File: src/rtl/lpt_pkg.sv
package lpt_pkg;

    typedef enum logic [2:0] {
        K_OTHER  = 3'd0,
        K_IND    = 3'd1,
        K_IND_NT = 3'd2,
        K_PAD32  = 3'd3,
        K_PAD64  = 3'd4
    } insn_kind_e;

    typedef enum logic [1:0] {
        FK_NONE    = 2'd0,
        FK_MISSING = 2'd1,
        FK_WIDTH   = 2'd2
    } fault_kind_e;

    typedef struct packed {
        logic        retire;
        logic        fault;
        fault_kind_e kind;
        logic        next_wait;
    } verdict_t;

    function automatic logic is_pad(insn_kind_e k);
        return (k == K_PAD32) || (k == K_PAD64);
    endfunction

    function automatic insn_kind_e pad_for_mode(logic m64);
        return m64 ? K_PAD64 : K_PAD32;
    endfunction

endpackage

File: src/rtl/lpt_check.sv
module lpt_check
    import lpt_pkg::*;
(
    input  insn_kind_e kind,
    input  logic       mode64,
    input  logic       wait_cur,
    output verdict_t   verdict
);
    always_comb begin
        verdict      = '0;
        verdict.kind = FK_NONE;
        if (wait_cur) begin
            if (kind == pad_for_mode(mode64)) begin
                verdict.retire    = 1'b1;
                verdict.next_wait = 1'b0;
            end else begin
                verdict.fault     = 1'b1;
                verdict.next_wait = 1'b1;
                verdict.kind      = is_pad(kind) ? FK_WIDTH : FK_MISSING;
            end
        end else begin
            verdict.retire    = 1'b1;
            verdict.next_wait = (kind == K_IND);
        end
    end
endmodule

File: src/rtl/lpt_wait_bank.sv
module lpt_wait_bank #(
    parameter int NUM_LVL = 2,
    parameter int LVL_W   = $clog2(NUM_LVL),
    parameter int SUP_LVL = NUM_LVL - 1
) (
    input  logic               clk,
    input  logic               rst,
    input  logic               evt,
    input  logic               ret_any,
    input  logic               ret_frame,
    input  logic [LVL_W-1:0]   ret_lvl,
    input  logic               frame_bit,
    input  logic               insn_go,
    input  logic [LVL_W-1:0]   cur_lvl,
    input  logic               next_wait,
    output logic [NUM_LVL-1:0] wait_q
);
    for (genvar i = 0; i < NUM_LVL; i++) begin : g_lvl
        logic lvl_q;
        always_ff @(posedge clk) begin
            if (rst) begin
                lvl_q <= 1'b0;
            end else if (evt) begin
                if (i == SUP_LVL) lvl_q <= 1'b1;
            end else if (ret_any) begin
                if (LVL_W'(i) == ret_lvl) lvl_q <= ret_frame ? frame_bit : 1'b0;
                else if (i == SUP_LVL)    lvl_q <= 1'b0;
            end else if (insn_go && (LVL_W'(i) == cur_lvl)) begin
                lvl_q <= next_wait;
            end
        end
        assign wait_q[i] = lvl_q;
    end
endmodule

File: src/rtl/lpt_frame.sv
module lpt_frame #(
    parameter int NUM_LVL  = 2,
    parameter int LVL_W    = $clog2(NUM_LVL),
    parameter int USER_LVL = 0
) (
    input  logic               clk,
    input  logic               rst,
    input  logic               evt,
    input  logic               frame_clr,
    input  logic [LVL_W-1:0]   cur_lvl,
    input  logic [NUM_LVL-1:0] wait_q,
    output logic               frame_bit,
    output logic               user_save
);
    always_ff @(posedge clk) begin
        if (rst) begin
            frame_bit <= 1'b0;
            user_save <= 1'b0;
        end else if (evt) begin
            frame_bit <= wait_q[cur_lvl];
            if (cur_lvl == LVL_W'(USER_LVL)) user_save <= wait_q[USER_LVL];
        end else if (frame_clr) begin
            frame_bit <= 1'b0;
        end
    end
endmodule

File: src/rtl/lpad_tracker.sv
module lpad_tracker
    import lpt_pkg::*;
#(
    parameter int NUM_LVL = 2,
    parameter int LVL_W   = $clog2(NUM_LVL),
    parameter int KIND_W  = 3,
    parameter int FK_W    = 2
) (
    input  logic               clk,
    input  logic               rst,
    input  logic               insn_valid,
    input  logic [KIND_W-1:0]  insn_kind,
    input  logic               mode64,
    input  logic [LVL_W-1:0]   cur_lvl,
    input  logic               evt_deliver,
    input  logic               ret_legacy,
    input  logic               ret_frame,
    input  logic [LVL_W-1:0]   ret_lvl,
    input  logic               frame_clr,
    output logic               res_valid,
    output logic               res_retire,
    output logic               res_fault,
    output logic [FK_W-1:0]    res_kind,
    output logic [NUM_LVL-1:0] wait_bits,
    output logic               frame_bit,
    output logic               user_save
);
    localparam int SUP_LVL  = NUM_LVL - 1;
    localparam int USER_LVL = 0;

    logic     ret_any;
    logic     insn_go;
    logic     wait_cur;
    verdict_t verdict;

    assign ret_any  = ret_legacy | ret_frame;
    assign insn_go  = insn_valid & ~evt_deliver & ~ret_any;
    assign wait_cur = wait_bits[cur_lvl];

    lpt_check u_check (
        .kind     (insn_kind_e'(insn_kind)),
        .mode64   (mode64),
        .wait_cur (wait_cur),
        .verdict  (verdict)
    );

    lpt_wait_bank #(.NUM_LVL(NUM_LVL), .LVL_W(LVL_W), .SUP_LVL(SUP_LVL)) u_bank (
        .clk       (clk),
        .rst       (rst),
        .evt       (evt_deliver),
        .ret_any   (ret_any),
        .ret_frame (ret_frame),
        .ret_lvl   (ret_lvl),
        .frame_bit (frame_bit),
        .insn_go   (insn_go),
        .cur_lvl   (cur_lvl),
        .next_wait (verdict.next_wait),
        .wait_q    (wait_bits)
    );

    lpt_frame #(.NUM_LVL(NUM_LVL), .LVL_W(LVL_W), .USER_LVL(USER_LVL)) u_frame (
        .clk       (clk),
        .rst       (rst),
        .evt       (evt_deliver),
        .frame_clr (frame_clr),
        .cur_lvl   (cur_lvl),
        .wait_q    (wait_bits),
        .frame_bit (frame_bit),
        .user_save (user_save)
    );

    always_ff @(posedge clk) begin
        if (rst) begin
            res_valid  <= 1'b0;
            res_retire <= 1'b0;
            res_fault  <= 1'b0;
            res_kind   <= '0;
        end else begin
            res_valid  <= insn_go;
            res_retire <= insn_go & verdict.retire;
            res_fault  <= insn_go & verdict.fault;
            res_kind   <= insn_go ? FK_W'(verdict.kind) : '0;
        end
    end

    assert_reset_quiet_R1: assert property (@(posedge clk)
        $past(rst) |-> (!res_valid && wait_bits == '0));

    assert_branch_sets_R2: assert property (@(posedge clk) disable iff (rst)
        (insn_go && !wait_cur && insn_kind_e'(insn_kind) == K_IND)
        |=> (wait_bits[$past(cur_lvl)] && res_retire));

    assert_one_shot_R3: assert property (@(posedge clk) disable iff (rst)
        (insn_go && wait_cur) |=> (res_fault || !wait_bits[$past(cur_lvl)]));

    assert_untracked_R4: assert property (@(posedge clk) disable iff (rst)
        (insn_go && !wait_cur && insn_kind_e'(insn_kind) == K_IND_NT)
        |=> (!wait_bits[$past(cur_lvl)] && res_retire));

    assert_fault_blocks_R5: assert property (@(posedge clk) disable iff (rst)
        res_fault |-> (!res_retire && res_kind != '0 && wait_bits[$past(cur_lvl)]));

    assert_event_arms_R7: assert property (@(posedge clk) disable iff (rst)
        evt_deliver |=> (wait_bits[SUP_LVL] && !res_valid));

    assert_legacy_clears_R8: assert property (@(posedge clk) disable iff (rst)
        (ret_legacy && !ret_frame && !evt_deliver) |=> !wait_bits[$past(ret_lvl)]);

    assert_frame_restore_R9: assert property (@(posedge clk) disable iff (rst)
        (ret_frame && !evt_deliver) |=> (wait_bits[$past(ret_lvl)] == $past(frame_bit)));

    assert_frame_clear_R10: assert property (@(posedge clk) disable iff (rst)
        (frame_clr && !evt_deliver) |=> !frame_bit);
endmodule

File: config.mk
export PLATFORM = sky130hd
export DESIGN_NAME = lpad_tracker
export DESIGN_NICKNAME = d
export VERILOG_FILES = /design/src/rtl/lpt_pkg.sv /design/src/rtl/lpt_check.sv /design/src/rtl/lpt_wait_bank.sv /design/src/rtl/lpt_frame.sv /design/src/rtl/lpad_tracker.sv
export SDC_FILE = /design/constraint.sdc
export NUM_CORES = 1
export LEC_CHECK = 0
export CORE_AREA = 4 4 41 43
export DETAILED_ROUTE_END_ITERATION = 10
export DIE_AREA = 0 0 45 47
export PLACE_DENSITY_LB_ADDON = 0.1
export REMOVE_ABC_BUFFERS = 1
export SYNTH_ARGS = -nofsm -noshare
export SYNTH_HDL_FRONTEND = slang
export SYNTH_HIERARCHICAL = 1
export SYNTH_SLANG_ARGS = --single-unit
File: constraint.sdc
create_clock -name clk -period 4.9 [get_ports clk]
set_clock_uncertainty 0.15 [all_clocks]
set_input_delay 1.47 -clock clk [delete_from_list [all_inputs] [get_ports clk]]
set_output_delay 1.47 -clock clk [all_outputs]
set_load 0.01 [all_outputs]
==> results.json <==
{
  "status": "finished, final reports clean",
  "clock.fmax_mhz": 275,
  "crit_fanout": 8,
  "final_util_pct": 58.8,
  "cp.arrival_ps": 3680,
  "ys_ff_latch": 9,
  "netlist.area_leader.share_pct": 33.6,
  "ys_seq_area_share_pct": 33.6,
  "hpwlAfterDp_um": 865,
  "drt_pre_antenna_iters": 3,
  "antenna_found_initial": 0,
  "avgSynthCellArea_um2": 9.59,
  "cpPeakStageDelay_ps": 720,
  "ant_nets": 0,
  "wl_per_cell_um": 11.6,
  "path_cells": "clkdlybuf4s50_1 -> or4b_1 -> inv_1 -> or4b_4 -> a22o_1 -> a21oi_2",
  "ir_worst_vdd_v": 0.000247,
  "htree_num_levels": 1,
  "drv_slew": 0,
  "powerDensity_nw_per_um2": 214,
  "grt_usage_pct": 10.9,
  "tritoncts": "built",
  "synth_top_area_cell": "dfxtp_1",
  "hold_viol": 0,
  "maxCapViolations": 0,
  "root_buffer": "clkbuf_4",
  "r2r-start": "u_bank/g_lvl[0].lvl_q",
  "crit_type": "in -> reg",
  "io_pins": 22,
  "final_common_cell": "clkdlybuf4s50_1",
  "slowest_stage": "or4b_1",
  "min_path_type": "reg -> reg",
  "cts_resized": 0,
  "syn_area_um2": 537,
  "die_area_um2": 2120,
  "setup_viol": 0,
  "grt_max_degree": 10,
  "cts-hold-fix-buffers": 0,
  "port_buffers": 21,
  "start_util_pct": 41.3,
  "fp-row-count": 13,
  "leakagePower_uw": 0.000287,
  "reg2regPathDepth": 6,
  "clock_sinks": 9,
  "wirelength_um": 1080,
  "drc": 0,
  "viasPerCell": 5.24,
  "worst_pin_slew_ps": 418,
  "netlist_top_cells_area": "dfxtp_1 34%, nor3b_2 9.3%, mux2i_1 3.7%",
  "grt_pass1_vias": 408,
  "numCtsBuffers": 3,
  "syn_to_final_growth_pct": 42.7,
  "grt_pass1_wl_um": 1610,
  "core_um2": 1300,
  "die_h_um": 47,
  "rrSetupSlack_ps": 3290,
  "vias": 487,
  "die_w_um": 45,
  "post-cts-setup-buffers": 0,
  "ys_warn_count": 6,
  "fin_crit_ps": 3640,
  "clockBufferDepth": 2,
  "r2r_end": "u_bank/g_lvl[0].lvl_q",
  "netlist-cell-type-count": 32,
  "grt_overflow": 0,
  "endpoint": "u_bank/g_lvl[0].lvl_q",
  "synthCells": 56,
  "mostFrequentLayoutCells": "21 x clkdlybuf4s50_1, 9 x dfxtp_1, 5 x inv_1",
  "clkTransAtPathRegs_ps": 60,
  "finalSetupTns_ps": 0,
  "total_power_uw": 164,
  "startpoint": "evt_deliver",
  "worst-endpoint-required_ps": 4940,
  "period_share_pct": 74.2,
  "drt-initial-drc-count": 8,
  "startpoint_type": "primary input",
  "nNetsFinal": 92,
  "slew_headroom_pct": 72.0,
  "n_antenna_cell": 0,
  "drive_above_1_share_pct": 17.9,
  "globalplace.congestion": 0.746,
  "clock_latency_ps": 260,
  "end_kind": "flip-flop",
  "rsz0062_at_grt": "no"
}
## layer usage
| metal | part of all wire (%) | track usage [%] | wire length, um | vias up |
|---|---|---|---|---|
| met5 | 0 | 0 | 0 | - |
| met2 | 46 | 17.5 | 500 | 21 |
| li1 | - | - | - | 251 |
| met1 | 43 | 12.7 | 462 | 215 |
| met4 | 0 | 0 | 0 | 0 |
| met3 | 11 | 7.66 | 113 | 0 |
## kinds of logic (layout without fill, tap and decap cells)
kind of cell,after synthesis,count (layout),synth area share [%]
multiplexers,3,3,5.83
AND/OR/NAND/NOR,25,25,37.1
AO/OA/AOI/OAI,11,11,15.2
flip-flops,9,9,33.6
buffers and inverters,8,30,8.39
## power by group
part	internal [uW]	switching, uW
Clock	31.4	25.6
Sequential	74.8	1.29
Combinational	18.3	12.9
Total	124	39.7
## through the flow
step	instances	hold slack, ps	cell area (um^2)	worst slack (ps)
floorplan	53	374	510	1630
global placement	89	333	739	1020
detailed placement	89	349	739	977
CTS	93	365	766	1260
global route	93	431	766	1220
finish	93	360	766	1260
## worst min path at each step
stage	depth (start not counted)	from	slack, ps	end
floorplan	2	u_bank/g_lvl[0].lvl_q	370	u_bank/g_lvl[0].lvl_q
global placement	2	u_frame/user_save	330	u_frame/user_save
detailed placement	2	u_frame/user_save	350	u_frame/user_save
CTS	2	u_frame/user_save	370	u_frame/user_save
global route	2	u_frame/user_save	430	u_frame/user_save
finish	2	u_frame/user_save	360	u_frame/user_save
## cell usage after synthesis, drive strengths merged
cell and n:
nand4bb 1, o211a 1, o21ai 1, nand2 1, or2 1, or3b 2, or4b 2, mux2i 2
o31a 1, nand2b 1, a211oi 1, nor2 4, and2b 1, nand3b 1, nor3b 5, a22o 1
dfxtp 9, o21a 1, buf 3, and4 1, a31oi 1, nor3 2, a21oi 3, inv 5
mux2 1, nand3 2, and3b 1, a2111oi 1
## sequential cells by signal (all words and copies together), names as in the netlist
register / cells
res_fault: 1
res_kind: 2
res_retire: 1
res_valid: 1
u_bank/g_lvl.lvl_q: 2
u_frame/frame_bit: 1
u_frame/user_save: 1
## final cells by class
class | instances | area (um^2)
Sequential cell | 9 | 180
Clock buffer | 4 | 26.3
Tap cell | 15 | 18.8
Inverter | 5 | 18.8
Multi-Input combinational cell | 39 | 312
Fill cell | 125 | 536
Timing Repair Buffer | 21 | 210
## critical path: cells and delay by family
| family | cells | cell delay, ps |
|---|---|---|
| buffers and inverters | 2 | 660 |
| AOI/OAI and AO/OA | 2 | 370 |
| and+or+nand+nor | 2 | 1190 |
Note: power is estimated with default switching activity, not from simulation.
